**config.mk**
```make
export PLATFORM = sky130hd
export DESIGN_NAME = scl_timing_gen
export DESIGN_NICKNAME = d
export VERILOG_FILES = /design/src/rtl/scl_tg_pkg.sv /design/src/rtl/scl_cfg_regs.sv /design/src/rtl/scl_tick_div.sv /design/src/rtl/scl_phase_seq.sv /design/src/rtl/scl_timing_gen.sv
export SDC_FILE = /design/constraint.sdc
export NUM_CORES = 1
export LEC_CHECK = 0
export BUFFER_PORTS_ARGS = -buffer_cell sky130_fd_sc_hd__buf_2
export CORE_MARGIN = 2
export CORE_UTILIZATION = 54
export DETAILED_ROUTE_END_ITERATION = 12
export PLACE_DENSITY = 0.73
export SYNTH_ARGS = -nofsm -noshare
export SYNTH_HDL_FRONTEND = slang
export SYNTH_SLANG_ARGS = --single-unit
export TNS_END_PERCENT = 20
```
**constraint.sdc**
```tcl
create_clock -name clk -period 3.55 [get_ports clk]
set_input_delay 0.71 -clock clk [delete_from_list [all_inputs] [get_ports clk]]
set_output_delay 0.71 -clock clk [all_outputs]
set_load 0.005 [all_outputs]
```
**src/rtl/scl_tg_pkg.sv**
```systemverilog
package scl_tg_pkg;

  typedef enum logic [1:0] {
    PH_IDLE = 2'd0,
    PH_LOW  = 2'd1,
    PH_HIGH = 2'd2
  } phase_e;

  localparam logic [1:0] SEL_HIGH = 2'd0;
  localparam logic [1:0] SEL_LOW  = 2'd1;
  localparam logic [1:0] SEL_PSC  = 2'd2;

  localparam int unsigned FLOOR_SETTING = 3;
  localparam int unsigned PHASE_OFFSET  = 2;

endpackage

```
**src/rtl/scl_cfg_regs.sv**
```systemverilog
module scl_cfg_regs
  import scl_tg_pkg::*;
#(
  parameter int CNT_W  = 8,
  parameter int PSC_W  = 8,
  parameter int DATA_W = 8
) (
  input  logic              clk,
  input  logic              rst,
  input  logic              enable,
  input  logic              wr_en,
  input  logic [1:0]        wr_sel,
  input  logic [DATA_W-1:0] wr_data,
  output logic [CNT_W-1:0]  hi_set,
  output logic [CNT_W-1:0]  lo_set,
  output logic [PSC_W-1:0]  psc_set
);

  logic unlocked_wr;
  assign unlocked_wr = wr_en && !enable;

  always_ff @(posedge clk) begin
    if (rst) begin
      hi_set  <= '0;
      lo_set  <= '0;
      psc_set <= '0;
    end else if (unlocked_wr) begin
      case (wr_sel)
        SEL_HIGH: hi_set  <= wr_data[CNT_W-1:0];
        SEL_LOW:  lo_set  <= wr_data[CNT_W-1:0];
        SEL_PSC:  psc_set <= wr_data[PSC_W-1:0];
        default:  ;
      endcase
    end
  end

  // settings are frozen whenever the controller is enabled
  a_r5_hi_locked: assert property (@(posedge clk) disable iff (rst)
    enable |=> $stable(hi_set));
  a_r5_lo_locked: assert property (@(posedge clk) disable iff (rst)
    enable |=> $stable(lo_set));
  a_r5_psc_locked: assert property (@(posedge clk) disable iff (rst)
    enable |=> $stable(psc_set));

endmodule

```
**src/rtl/scl_tick_div.sv**
```systemverilog
module scl_tick_div #(
  parameter int PSC_W = 8
) (
  input  logic             clk,
  input  logic             rst,
  input  logic             clr,
  input  logic [PSC_W-1:0] psc_set,
  output logic             tick
);

  logic [PSC_W-1:0] div_q;

  assign tick = !clr && (div_q == psc_set);

  always_ff @(posedge clk) begin
    if (rst || clr) begin
      div_q <= '0;
    end else if (div_q == psc_set) begin
      div_q <= '0;
    end else begin
      div_q <= div_q + PSC_W'(1);
    end
  end

  // the divider never runs past the prescaler setting
  a_r1_div_in_range: assert property (@(posedge clk) disable iff (rst)
    !clr |-> (div_q <= psc_set));
  // a clear always restarts the divider from zero
  a_r9_div_cleared: assert property (@(posedge clk) disable iff (rst)
    clr |=> (div_q == '0));

endmodule

```
**src/rtl/scl_phase_seq.sv**
```systemverilog
module scl_phase_seq
  import scl_tg_pkg::*;
#(
  parameter int CNT_W = 8
) (
  input  logic             clk,
  input  logic             rst,
  input  logic             enable,
  input  logic             run,
  input  logic             tick,
  input  logic [CNT_W-1:0] hi_set,
  input  logic [CNT_W-1:0] lo_set,
  output logic             div_clr,
  output logic             scl_q,
  output logic             rise_q,
  output logic             fall_q
);

  localparam int PH_W = CNT_W + 1;
  localparam logic [CNT_W-1:0] FLOOR_V = CNT_W'(FLOOR_SETTING);

  phase_e          state_q;
  logic [PH_W-1:0] ph_q;
  logic [CNT_W-1:0] cur_set;
  logic [CNT_W-1:0] eff_set;
  logic [PH_W-1:0] cur_limit;
  logic            last_tick;

  always_comb begin
    cur_set   = (state_q == PH_HIGH) ? hi_set : lo_set;
    eff_set   = (cur_set < FLOOR_V) ? FLOOR_V : cur_set;
    cur_limit = {1'b0, eff_set} + PH_W'(PHASE_OFFSET);
    last_tick = tick && (ph_q == cur_limit - PH_W'(1));
  end

  assign div_clr = !enable || (state_q == PH_IDLE);

  always_ff @(posedge clk) begin
    if (rst || !enable) begin
      state_q <= PH_IDLE;
      ph_q    <= '0;
      scl_q   <= 1'b1;
      rise_q  <= 1'b0;
      fall_q  <= 1'b0;
    end else begin
      rise_q <= 1'b0;
      fall_q <= 1'b0;
      case (state_q)
        PH_IDLE: begin
          ph_q <= '0;
          if (run) begin
            state_q <= PH_LOW;
            scl_q   <= 1'b0;
            fall_q  <= 1'b1;
          end
        end
        PH_LOW: begin
          if (last_tick) begin
            ph_q    <= '0;
            scl_q   <= 1'b1;
            rise_q  <= 1'b1;
            state_q <= run ? PH_HIGH : PH_IDLE;
          end else if (tick) begin
            ph_q <= ph_q + PH_W'(1);
          end
        end
        PH_HIGH: begin
          if (last_tick) begin
            ph_q <= '0;
            if (run) begin
              state_q <= PH_LOW;
              scl_q   <= 1'b0;
              fall_q  <= 1'b1;
            end else begin
              state_q <= PH_IDLE;
            end
          end else if (tick) begin
            ph_q <= ph_q + PH_W'(1);
          end
        end
        default: begin
          state_q <= PH_IDLE;
          scl_q   <= 1'b1;
        end
      endcase
    end
  end

  // the fall strobe marks a low output and follows a sampled run
  a_r6_fall_on_low: assert property (@(posedge clk) disable iff (rst)
    fall_q |-> (!scl_q && $past(run)));
  // the rise strobe marks a high output; strobes never overlap
  a_r7_rise_on_high: assert property (@(posedge clk) disable iff (rst)
    rise_q |-> scl_q);
  a_r7_one_strobe: assert property (@(posedge clk) disable iff (rst)
    $onehot0({rise_q, fall_q}));
  // every falling output edge carries the fall strobe
  a_r6_fall_marked: assert property (@(posedge clk) disable iff (rst)
    $fell(scl_q) |-> fall_q);
  // idle always holds the line released
  a_r8_idle_high: assert property (@(posedge clk) disable iff (rst)
    (state_q == PH_IDLE) |-> scl_q);
  // the phase counter stays below the active half length
  a_r1_phase_bound: assert property (@(posedge clk) disable iff (rst)
    (state_q != PH_IDLE) |-> (ph_q < cur_limit));
  // disabling releases the line with no strobes on the next cycle
  a_r9_disable_release: assert property (@(posedge clk) disable iff (rst)
    !enable |=> (scl_q && !rise_q && !fall_q));

endmodule

```
**src/rtl/scl_timing_gen.sv**
```systemverilog
module scl_timing_gen
  import scl_tg_pkg::*;
#(
  parameter int CNT_W  = 8,
  parameter int PSC_W  = 8,
  parameter int DATA_W = (CNT_W > PSC_W) ? CNT_W : PSC_W
) (
  input  logic              clk,
  input  logic              rst,
  input  logic              enable,
  input  logic              wr_en,
  input  logic [1:0]        wr_sel,
  input  logic [DATA_W-1:0] wr_data,
  input  logic              run,
  output logic              scl_out,
  output logic              rise_stb,
  output logic              fall_stb
);

  logic [CNT_W-1:0] hi_set;
  logic [CNT_W-1:0] lo_set;
  logic [PSC_W-1:0] psc_set;
  logic             tick;
  logic             div_clr;

  scl_cfg_regs #(
    .CNT_W (CNT_W),
    .PSC_W (PSC_W),
    .DATA_W(DATA_W)
  ) u_cfg (
    .clk    (clk),
    .rst    (rst),
    .enable (enable),
    .wr_en  (wr_en),
    .wr_sel (wr_sel),
    .wr_data(wr_data),
    .hi_set (hi_set),
    .lo_set (lo_set),
    .psc_set(psc_set)
  );

  scl_tick_div #(
    .PSC_W(PSC_W)
  ) u_div (
    .clk    (clk),
    .rst    (rst),
    .clr    (div_clr),
    .psc_set(psc_set),
    .tick   (tick)
  );

  scl_phase_seq #(
    .CNT_W(CNT_W)
  ) u_seq (
    .clk    (clk),
    .rst    (rst),
    .enable (enable),
    .run    (run),
    .tick   (tick),
    .hi_set (hi_set),
    .lo_set (lo_set),
    .div_clr(div_clr),
    .scl_q  (scl_out),
    .rise_q (rise_stb),
    .fall_q (fall_stb)
  );

endmodule

```
==> results.md, run 1 <==
- Via count: 2148
- Final Cell Area: 2798 µm²
- Pin count of the biggest net entering global routing: 27
- Die X: 72.25 µm
- Worst-path clk slew: roughly 0.080 ns
- Routed Antenna Nets: 0
- Asr flop ratio synth: 0%
- Initial antenna violation count: 0
- Comb power frac: 8.6%
- Reg-to-reg startpoint: u_seq.state_q[0]
- Sequential group share of total power: between 50% and 60%
- Largest stage delay, worst path: approximately 0.43 ns
- Std-Cell Rows: 24
- GRT Residual Overflow: 0
- R2r setup slk: 0.20 ns
- PwrDens: 356.8 nW/µm²
- DRC viols: 0
- Number of buffers created by CTS: 5
- Number of synthesized flops with an enable pin: 0
- Worst VDD drop: 256.8 µV
- Crit-path cells: inv_1, ha_4, buf_4, a31oi_2, nand2_1, ha_1, xor2_1, xnor2_1, a21oi_1, nand4_1, nor4_4, o2111ai_4, buf_4, a41oi_1, mux2i_1
- Detailed Route WL: approximately 5400 µm
- Status: finished clean
- Final Hold Fails: 0
- WL/cell: 14.08 µm
- Mapped cell area: 2515 µm²
- Ys Warns: 0
- Clock Sinks: 46
- Post-route minimum period: 3.349 ns
- Power share of the clock group: 38.4%
- Antenna Cells: 0
- DP Area: 2604 µm²
- Pins Over Slew Limit: 0
- NetSw: approximately 0.00023 W
- Synth Register Bits: 46
- Critical path capture point type: flip-flop
- Pwr Total: 0.0009982 W
- Vias per cell: 5.653
- I/O Buffers: 17
- Most frequent CP cell: buf_4
- Static leakage: 0.9668 nW
- Max_cap viols: 0
- DP Wirelength: 3846 µm
- Synth Net Count: 332
- Slew margin rel.: 44.44%
- Drt pass-1 iters: 4
- Total GRT Usage: 21.07%
- H-tree levels: 2
- Int Pwr: 0.0007684 W
- Top FF cell, synth: dfxtp_1
- Syn Area/Cell: just over 8 µm²
- Initial Util: 56.97%
- Fin crit share: between 90% and 100%
- CTS tree: yes
- Post-synth cell types: 43
- Core area: 4414 µm²
- Max Fclk: ~0.30 GHz
- Area of the die: 5219 µm²
- WP buf/inv: 3
- Slew @ Worst Pin: 0.8270 ns
- Crit path max fanout: 14
- Post-synthesis sequential area ratio: 36.62%
- Number of DRC markers in iteration 0: 137
- Crit start category: flip-flop
- Net Sw Frac: 23.02%
- Vias in the first global route: 1867
- Setup Viol. Count Final: 0
- Post-CTS Hold Fix Bufs: 0
- Critical-path top delay cell: dfxtp_1
- Final nets: 349
- Kind of critical path: reg -> reg
- Clock root buffer: clkbuf_8
- Routability cong.: 0.8260
- FF-to-FF End: u_seq.ph_q[2]
- IO Count: 18
- Die H: 72.25 µm
- Hold Path Class: reg -> reg
- Synth-to-Final Area Change: 11.24%
- Mapped Cells: 310
- Delay-heaviest family, CP: compound AO/OA/AOI/OAI gates
- Hold Path End: u_seq.scl_q
- Share of layout cells above drive strength 1: 13.11%
- CTS max path bufs: 2
- Worst EP arrival: 3.53 ns
- Fillers: 386
- HP Start: u_seq.scl_q
- First-pass GRT wire length: 8542 µm
- Hold path depth: 1
- Clk_lat worst skew: 0.30 ns
- Clock Skew: 0.009565 ns
- Worst EP required: 3.73 ns
- Worst reg2reg path depth: 15
## cell families (layout without fill, tap and decap cells)
kind of cell | after synthesis | count (layout) | synth area share (%)
simple gates | 136 | 136 | 25.42
compound gates | 54 | 55 | 14.83
flops | 46 | 46 | 36.62
xor+xnor | 30 | 30 | 10.45
buf+inv | 26 | 43 | 4.527
mux | 11 | 11 | 4.677
fa+ha+maj | 7 | 7 | 3.482
## worst max-delay path by stage
stage	startpoint	to	slack (ns)	cells past startpoint
floorplan	u_seq.state_q[0]	u_seq.ph_q[2]	0.48	17
global placement	u_seq.state_q[0]	u_seq.scl_q	0.32	14
detailed placement	u_seq.state_q[0]	u_seq.state_q[1]	0.19	14
CTS	u_seq.state_q[0]	u_seq.state_q[1]	0.19	14
global route	u_seq.state_q[0]	u_seq.ph_q[2]	-0.01	15
finish	u_seq.state_q[0]	u_seq.ph_q[2]	0.20	15
## timing repair
action	4_1_cts	5_1_grt
buffers inserted	0	5
endpoints found under the setup margin	0	10
resized for setup	0	4
## cell type report
| cell class | instances | area, µm² | area share (%) |
|---|---|---|---|
| multi-input combinational | 239 | 1526 | 54.56 |
| sequential | 46 | 920.9 | 32.92 |
| timing repair buffer | 23 | 130.1 | 4.651 |
| clock buffer | 6 | 72.57 | 2.594 |
| tap | 52 | 65.06 | 2.326 |
| inverter | 12 | 45.04 | 1.610 |
| clock inverter | 2 | 37.54 | 1.342 |
## routing by layer
layer,global-route usage [%],wire (µm),vias to the layer above
met3,5.417,270,4
met2,32.93,2393,58
met4,5.031,40,0
met1,29.26,2647,989
li1,-,-,1097
met5,0,0,-
## placed cells by master, fill, tap and decap left out, types with 2 or more instances in the layout
master and n:
a211o_1 2, a211oi_1 2, a21oi_1 27, a32oi_1 2, a41oi_1 2, and2_1 4, and3_1 6, buf_2 17
buf_4 6, clkbuf_8 5, dfxtp_1 46, ha_1 6, inv_1 12, mux2_2 2, mux2i_1 8, nand2_1 64
nand2b_1 3, nand3_1 14, nand3b_1 2, nand4_1 7, nand4b_1 2, nor2_1 21, nor2b_1 3, nor3_1 3
nor4_1 2, o211a_1 2, o211ai_1 2, o21ai_0 5, or3_1 3, xnor2_1 21, xor2_1 9
## cell usage after synthesis, types with 3 or more instances
library cell	count	area (µm²)
dfxtp_1	46	920.9
and2_1	4	25.02
nor3_1	3	15.01
nand2b_1	3	18.77
inv_1	12	45.04
mux2i_1	8	80.08
ha_1	7	87.58
nand2_1	64	240.2
o21ai_0	5	25.02
clkbuf_1	11	41.29
xor2_1	9	78.83
nand4_1	7	43.79
a21oi_1	27	135.1
or3_1	3	18.77
and3_1	6	37.54
nor2_1	21	78.83
nand3_1	14	70.07
nor2b_1	3	18.77
xnor2_1	21	183.9
## metrics by stage
stage	setup TNS, ns	util (%)	setup WS, ns	std cells	hold slack (ns)
after CTS	0	61.48	0.1864	374	0.4663
final	0	63.38	0.2008	380	0.4582
after global placement	0	58.99	0.3196	366	0.4424
after global routing	-0.03199	63.38	-0.01311	380	0.4948
after floorplan	0	-	0.4772	310	0.4373
after detailed placement	0	58.99	0.1944	366	0.4460
## flip-flops by register name, summed over array words and instances (netlist names)
register and cells:
u_seq.scl_q 1, u_cfg.hi_set 8, u_seq.ph_q 9, u_seq.rise_q 1, u_seq.state_q 2, u_cfg.lo_set 8, u_seq.fall_q 1, u_cfg.psc_set 8
u_div.div_q 8
## power by group through the flow
stage / clock [W] / sequential (W) / combinational [W]
after floorplan: 0 / 0.000540 / 0.0000565
after global placement: 0 / 0.000541 / 0.0000804
after detailed placement: 0 / 0.000541 / 0.0000801
after CTS: 0.000393 / 0.000529 / 0.0000810
after global routing: 0.000415 / 0.000530 / 0.0000942
final: 0.000383 / 0.000529 / 0.0000858
## worst register-to-register path: stages, from the launching register on
cell and delay, ns:
dfxtp_1 0.43, inv_1 0.12, ha_4 0.20, buf_4 0.19, a31oi_2 0.21, nand2_1 0.09, ha_1 0.24, xor2_1 0.16
xnor2_1 0.13, a21oi_1 0.12, nand4_1 0.16, nor4_4 0.40, o2111ai_4 0.27, buf_4 0.22, a41oi_1 0.20, mux2i_1 0.09
Note: power is estimated with default switching activity, not from simulation.
==> run 2, diff against run 1 <==
--- a/config.mk
+++ b/config.mk
@@ -5,11 +5,12 @@
 export SDC_FILE = /design/constraint.sdc
 export NUM_CORES = 1
 export LEC_CHECK = 0
+export ABC_AREA = 1
 export BUFFER_PORTS_ARGS = -buffer_cell sky130_fd_sc_hd__buf_2
 export CORE_MARGIN = 2
 export CORE_UTILIZATION = 54
 export DETAILED_ROUTE_END_ITERATION = 12
-export PLACE_DENSITY = 0.73
+export PLACE_DENSITY = 0.72
 export SYNTH_ARGS = -nofsm -noshare
 export SYNTH_HDL_FRONTEND = slang
 export SYNTH_SLANG_ARGS = --single-unit
==> run 2 against run 1 <==
  * Clock skew is essentially flat
  * Setup slack gained 0.16 ns
  * Largest cell class unchanged
  * Hold slack gained 0.0048 ns
  * Flip-flop and latch count is the same
  * Clock power grew 22%
  * Largest power group unchanged
==> results.md, run 2 <==
- Status: finished clean
- Total GRT Usage: 22.10% (+1.0 points)
- Number of buffers created by CTS: 5 (unchanged)
- Std-Cell Rows: 25 (+4.2%)
- Max Fclk: 0.3131 GHz (+4.9%)
- PwrDens: 420.8 nW/µm² (+18%)
- Delay-heaviest family, CP: simple AND/OR/NAND/NOR gates
- Die X: 73.42 µm (+1.6%)
- Multiplexer share of the synthesized area: 0% (-4.7 points)
- Top-area cell type share of the netlist area: 35.38% (-1.2 points)
- Slew margin rel.: 59.56% (+15 points)
- Die H: 73.42 µm (+1.6%)
- Mapped cell area: 2602 µm² (+3.5%)
- I/O Buffers: 17 (unchanged)
- Final Cell Area: 2865 µm² (+2.4%)
- Top FF cell, synth: dfxtp_1
- Critical path capture point type: flip-flop
- Largest stage delay, worst path: 0.38 ns (-0.05 ns)
- Clk_lat worst skew: 0.31 ns (about the same)
- Final nets: 428 (+23%)
- Net Sw Frac: 27.00% (+4.0 points)
- Post-cts sizing count: 0 (unchanged)
- Worst VDD drop: 253.5 µV (-1.3%)
- Setup Viol. Count Final: 0 (unchanged)
- DRC viols: 0 (unchanged)
- Post-synth cell types: 30 (-30%)
- Asr flop ratio synth: 0% (unchanged)
- Largest family of logic cells by synthesized area: simple AND/OR/NAND/NOR gates
- Drt pass-1 iters: 4 (unchanged)
- Vias per cell: 5.273 (-6.7%)
- Synth Area in XOR/XNOR: 3.558% (-6.9 points)
- Crit-path cells: inv_1, ha_2, inv_4, nand2_1, nand2_2, nand2_1, nor2_2, nand2_2, nand2_1, ha_1, nand3_1, o21ai_1, nand3_1, nand2_1, nand3_1, nor2_1, nand4_4, o21ai_2, nand3_1, nand2_1, nor2_1
- Antenna Cells: 0 (unchanged)
- Hold path depth: 2 (+1)
- Via count: 2431 (+13%)
- Clock Skew: 0.009210 ns (-0.0003546 ns)
- Setup WS pre-CTS: 0.1450 ns (-0.04947 ns)
- Compound-Gate Fraction of Synth Area: 14.76% (-0.066 points)
- Synth Net Count: 411 (+24%)
- Ys Warns: 0 (unchanged)
- Worst-path clk slew: 0.09 ns (about the same)
- Final worst slack: 0.3560 ns (+0.1553 ns)
- Sum Neg Setup Slack: 0 ns (unchanged)
- Number of DRC markers in iteration 0: 147 (+7.3%)
- Most frequent CP cell: nand2_1
- Worst EP required: 3.76 ns (+0.03 ns)
- WL/cell: 12.13 µm (-14%)
- Comb power frac: 16.8% (+8.2 points)
- Pins Over Slew Limit: 0 (unchanged)
- Synth Register Bits: 46 (unchanged)
- Core area: 4692 µm² (+6.3%)
- R2r setup slk: 0.36 ns (+0.16 ns)
- Post-route minimum period: 3.194 ns (-0.1553 ns)
- Worst EP arrival: 3.40 ns (-0.13 ns)
- Static leakage: 1.201 nW (+24%)
- Share of layout cells above drive strength 1: 13.02% (-0.088 points)
- Biggest register: u_seq.ph_q
- Commonest cells in the netlist: nand2_1, inv_1, dfxtp_1
- Clock root buffer: clkbuf_8
- Post-synthesis simple-gate area fraction: 31.97% (+6.5 points)
- Kind of critical path: reg -> reg
- Vias in the first global route: 2218 (+19%)
- Sequential group share of total power: 44.3% (-8.7 points)
- Final Hold Fails: 0 (unchanged)
- FF-to-FF End: u_seq.state_q[1]
- First-pass GRT wire length: 9335 µm (+9.3%)
- Crit start category: flip-flop
- Synth-to-Final Area Change: 10.10%
- Hold Path Class: reg -> reg
- Commonest non-fill, non-tap cell in the layout: nand2_1
- IO Count: 18 (unchanged)
- Initial antenna violation count: 0 (unchanged)
- Worst reg2reg path depth: 21 (+6)
- Cell taking the most area after synthesis: dfxtp_1
- RSZ-0062 raised after global routing: no
- Area of the die: 5391 µm² (+3.3%)
- NetSw: 0.0003255 W (+42%)
- H-tree levels: 2 (unchanged)
- Fin crit share: 89.97% (-4.4 points)
- Power share of the clock group: 38.9% (+0.5 points)
- Top-count cell post-synth: nand2_1
- Reg-to-reg startpoint: u_seq.state_q[0]
- Int Pwr: 0.0008802 W (+15%)
- Post-CTS Hold Fix Bufs: 0 (unchanged)
- Initial Util: 55.47% (-1.5 points)
- DP Area: 2714 µm² (+4.2%)
- Routability cong.: 0.8944 (+8.3%)
- Most frequent cells in the layout: nand2_1, inv_1, dfxtp_1, a21oi_1
- Detailed Route WL: 5590 µm (+4.5%)
- HP Start: u_seq.scl_q
- Hold Path End: u_seq.scl_q
- Synth area leaders: dfxtp_1, nand2_1, inv_1
- Slew @ Worst Pin: 0.6059 ns (-0.2212 ns)
- Synth Area in Adders: 3.365% (-0.12 points)
- WP buf/inv: 2 (-1)
- Post-CTS Setup Bufs: 0 (unchanged)
- DP Wirelength: 4322 µm (+12%)
- Post-synthesis sequential area ratio: 35.38% (-1.2 points)
- Max reg flops: 9 (unchanged)
- Crit path max fanout: 12 (-2)
- Number of synthesized flops with an enable pin: 0 (unchanged)
- Max_cap viols: 0 (unchanged)
- Syn Area/Cell: 6.690 µm² (-18%)
- WHS: 0.4630 ns (+0.004782 ns)
- Mapped Cells: 389 (+25%)
- Routed Antenna Nets: 0 (unchanged)
- Pin count of the biggest net entering global routing: 26 (-3.7%)
- Clock Sinks: 46 (unchanged)
- Critical-path top delay cell: dfxtp_1
- Pwr Total: 0.001206 W (+21%)
- CTS tree: yes
- CTS max path bufs: 2 (unchanged)
- GRT Residual Overflow: 0 (unchanged)
run 2: cell types whose count changed after synthesis, sizes merged, moves of 6 or more:
| cell | change |
|---|---|
| a21oi | +10 |
| nand3 | +13 |
| and3 | -6 |
| inv | +51 |
| o21ai | +27 |
| mux2i | -8 |
| nand2 | +35 |
| nor2 | +16 |
| clkbuf | -6 |
| xnor2 | -19 |
run 2: kinds of logic (layout without fill, tap and decap cells):
kind of cell	count (synthesis)	after routing
AO/OA/AOI/OAI	74	74
XOR/XNOR	9	9
adder cells (fa/ha/maj)	7	7
buffers and inverters	72	90
flip-flops	46	46
AND/OR/NAND/NOR	181	181
run 2: worst max path at each step:
stage                     start               end  slack [ns]  depth (start not counted)
2_1_floorplan  u_seq.state_q[0]      u_seq.fall_q        0.95                         21
3_5_place_dp   u_seq.state_q[0]  u_seq.state_q[0]        0.14                         21
3_3_place_gp   u_seq.state_q[0]  u_seq.state_q[0]        0.27                         21
5_1_grt        u_seq.state_q[0]  u_seq.state_q[1]        0.03                         21
4_1_cts        u_seq.state_q[0]  u_seq.state_q[0]        0.13                         21
6_report       u_seq.state_q[0]  u_seq.state_q[1]        0.36                         21
run 2: worst reg2reg max path: cells and delay by family (launching register included):
family          cells  cell delay [ns]
compound gates      2             0.41
fa+ha+maj           2             0.47
buf+inv             2             0.23
flops               1             0.38
simple gates       15             1.59
run 2: metrics by stage:
step,std cells,utilization [%]
after floorplan,389,-
after global placement,453,57.84
after detailed placement,453,57.84
after CTS,461,60.77
after global routing,461,61.07
final,461,61.07
run 2: layer usage:
layer	GRT usage, %	routed length, µm	vias up
met3	4.664	194	11
li1	-	-	1274
met5	0	0	-
met4	9.899	115	0
met2	38.64	2677	54
met1	25.84	2603	1092
run 2: power by group through the flow:
stage / Sequential, W / Clock [W] / Combinational (W)
floorplan: 0.000546 / 0 / 0.000154
global placement: 0.000546 / 0 / 0.000194
detailed placement: 0.000547 / 0 / 0.000198
CTS: 0.000535 / 0.000478 / 0.000199
global route: 0.000536 / 0.000496 / 0.000232
finish: 0.000534 / 0.000469 / 0.000203
run 2: final cells by class:
type | instances | area (µm²)
repair buffers | 17 | 85.08
fillers | 446 | 1827
clock inverters | 3 | 68.82
inverters | 65 | 246.5
multi-input cells | 271 | 1408
flip-flops and latches | 46 | 920.9
well taps | 54 | 67.56
clock buffers | 5 | 68.82
==> run 3, diff against run 2 <==
--- a/config.mk
+++ b/config.mk
@@ -7,7 +7,6 @@
 export LEC_CHECK = 0
 export ABC_AREA = 1
 export BUFFER_PORTS_ARGS = -buffer_cell sky130_fd_sc_hd__buf_2
-export CORE_MARGIN = 2
 export CORE_UTILIZATION = 54
 export DETAILED_ROUTE_END_ITERATION = 12
 export PLACE_DENSITY = 0.72
==> run 3 against run 2 <==
  * Cell area hardly changed
  * Sequential power hardly changed
  * Combinational power hardly changed
  * Cell count is 0.43% lower
  * Maximum frequency is 2.2% lower
  * Die area is 5.4% lower
  * Register-to-register slack worse by 0.07 ns
  * Flip-flop and latch count stayed put
  * Non-clock buffer count stayed put
  * Setup slack worse by 0.072 ns
  * Count of clock-buffer cells in the layout stayed put
  * Critical path depth stayed put
==> results.md, run 3 (synthesized netlist as in run 2, its figures left out) <==
- Status: finished clean
- Initial Util: 57.78% (+2.3 points)
- Max_cap viols: 0 (unchanged)
- Clock Skew: 0.01160 ns (+0.002388 ns)
- Fin crit share: 91.99% (+2.0 points)
- Critical path capture point type: flip-flop
- Setup Viol. Count Final: 0 (unchanged)
- Final nets: 428 (unchanged)
- Commonest non-fill, non-tap cell in the layout: nand2_1
- Slew @ Worst Pin: 0.5925 ns (-0.01340 ns)
- CTS max path bufs: 2 (unchanged)
- Vias per cell: 5.157 (-2.2%)
- Routability cong.: 0.8995 (+0.57%)
- Core area: 4504 µm² (-4.0%)
- Static leakage: 1.202 nW (about the same)
- Area of the die: 5101 µm² (-5.4%)
- Sum Neg Setup Slack: 0 ns (unchanged)
- Detailed Route WL: 5778 µm (+3.4%)
- Pins Over Slew Limit: 0 (unchanged)
- H-tree levels: 2 (unchanged)
- Max reg flops: 9 (unchanged)
- Slew margin rel.: 60.46% (+0.89 points)
- Vias in the first global route: 2237 (+0.86%)
- RSZ-0062 raised after global routing: no
- IO Count: 18 (unchanged)
- Number of DRC markers in iteration 0: 161 (+9.5%)
- Kind of critical path: reg -> reg
- Pin count of the biggest net entering global routing: 26 (unchanged)
- Max Fclk: 0.3062 GHz (-2.2%)
- Worst EP required: 3.74 ns (-0.02 ns)
- Final Hold Fails: 0 (unchanged)
- Crit start category: flip-flop
- Most frequent cells in the layout: nand2_1, inv_1, dfxtp_1, a21oi_1
- Synth-to-Final Area Change: 10.05% (about the same)
- Total GRT Usage: 24.87% (+2.8 points)
- Clock Sinks: 46 (unchanged)
- Die H: 71.42 µm (-2.7%)
- I/O Buffers: 17 (unchanged)
- Hold Path Class: reg -> reg
- Clk_lat worst skew: 0.31 ns (about the same)
- Share of layout cells above drive strength 1: 13.27% (+0.25 points)
- DRC viols: 0 (unchanged)
- Worst VDD drop: 311.9 µV (+23%)
- Initial antenna violation count: 0 (unchanged)
- GRT Residual Overflow: 0 (unchanged)
- Routed Antenna Nets: 0 (unchanged)
- CTS tree: yes
- DP Wirelength: 4234 µm (-2.0%)
- Antenna Cells: 0 (unchanged)
- Post-route minimum period: 3.266 ns (+0.07164 ns)
- Pwr Total: 0.001213 W (+0.57%)
- First-pass GRT wire length: 9991 µm (+7.0%)
- Worst EP arrival: 3.45 ns (+0.05 ns)
- Drt pass-1 iters: 4 (unchanged)
- Number of buffers created by CTS: 5 (unchanged)
- Biggest register: u_seq.ph_q
- Crit path max fanout: 12 (unchanged)
- Std-Cell Rows: 24 (-4.0%)
- Die X: 71.42 µm (-2.7%)
- Clock root buffer: clkbuf_8
- Via count: 2367 (-2.6%)
- PwrDens: 423.4 nW/µm² (+0.62%)
- WHS: 0.4598 ns (-0.003178 ns)
- WL/cell: 12.59 µm (+3.8%)
- Worst-path clk slew: 0.09 ns (about the same)
run 3: changes by cell type in the layout (fill, tap and decap cells not counted):
| cell | previous run | this run |
|---|---|---|
| inv_2 | 3 | 4 |
| o21ai_1 | 1 | 0 |
| inv_4 | 1 | 0 |
| o21ai_2 | 1 | 2 |
run 3: critical path, stage by stage, from the launching register on:
cell and delay, ns:
dfxtp_1 0.38, inv_1 0.09, ha_2 0.28, inv_2 0.18
nand2_1 0.10, nand2_2 0.11, nand2_1 0.08, nor2_2 0.11
nand2_2 0.08, nand2_2 0.07, ha_1 0.17, nand3_1 0.16
o21ai_2 0.20, nand3_1 0.11, nand2_1 0.12, nand3_1 0.09
nor2_1 0.18, nand4_4 0.23, o21ai_2 0.19, nand2_1 0.09
nand2_1 0.07, nand3_1 0.05
run 3: report_power, final:
group	leakage (nW)	internal [W]	switching (W)
combinational	0.761	0.0000698	0.000134
clock	0.0683	0.000282	0.000191
sequential	0.373	0.000529	0.00000604
total	1.20	0.000881	0.000332
run 3: layout make-up:
class,count,area (µm²)
well taps,52,65.06
clock inverters,3,68.82
multi-input cells,271,1411
flip-flops and latches,46,920.9
inverters,65,244.0
clock buffers,5,68.82
repair buffers,17,85.08
fillers,411,1640
run 3: final timing paths:
kind	startpoint	endpoint	slack [ns]	cells past startpoint
max	u_seq.state_q[0]	u_seq.scl_q	0.28	21
min	u_cfg.hi_set[1]	u_cfg.hi_set[1]	0.46	2
max reg2reg	u_seq.state_q[0]	u_seq.scl_q	0.28	21
min reg2reg	u_cfg.hi_set[1]	u_cfg.hi_set[1]	0.46	2
run 3: layer usage:
metal | GRT usage (%) | wire length (µm) | vias to the layer above
li1 | - | - | 1277
met2 | 40.85 | 2582 | 38
met3 | 4.219 | 175 | 7
met1 | 33.45 | 2944 | 1045
met4 | 7.778 | 75 | 0
met5 | 0 | 0 | -
run 3: through the flow:
stage	setup slack (ns)	cells	area [µm²]	utilization, %
CTS	0.09102	459	2849	63.25
global placement	0.2426	451	2711	60.19
global route	0.001962	459	2864	63.58
floorplan	0.9498	389	2603	-
finish	0.2844	459	2864	63.58
detailed placement	0.1905	451	2711	60.19
run 3: timing repair:
action	CTS	global route
setup endpoints to repair	0	13
gates resized for setup	0	3
buffers inserted	0	0
hold buffers	0	0
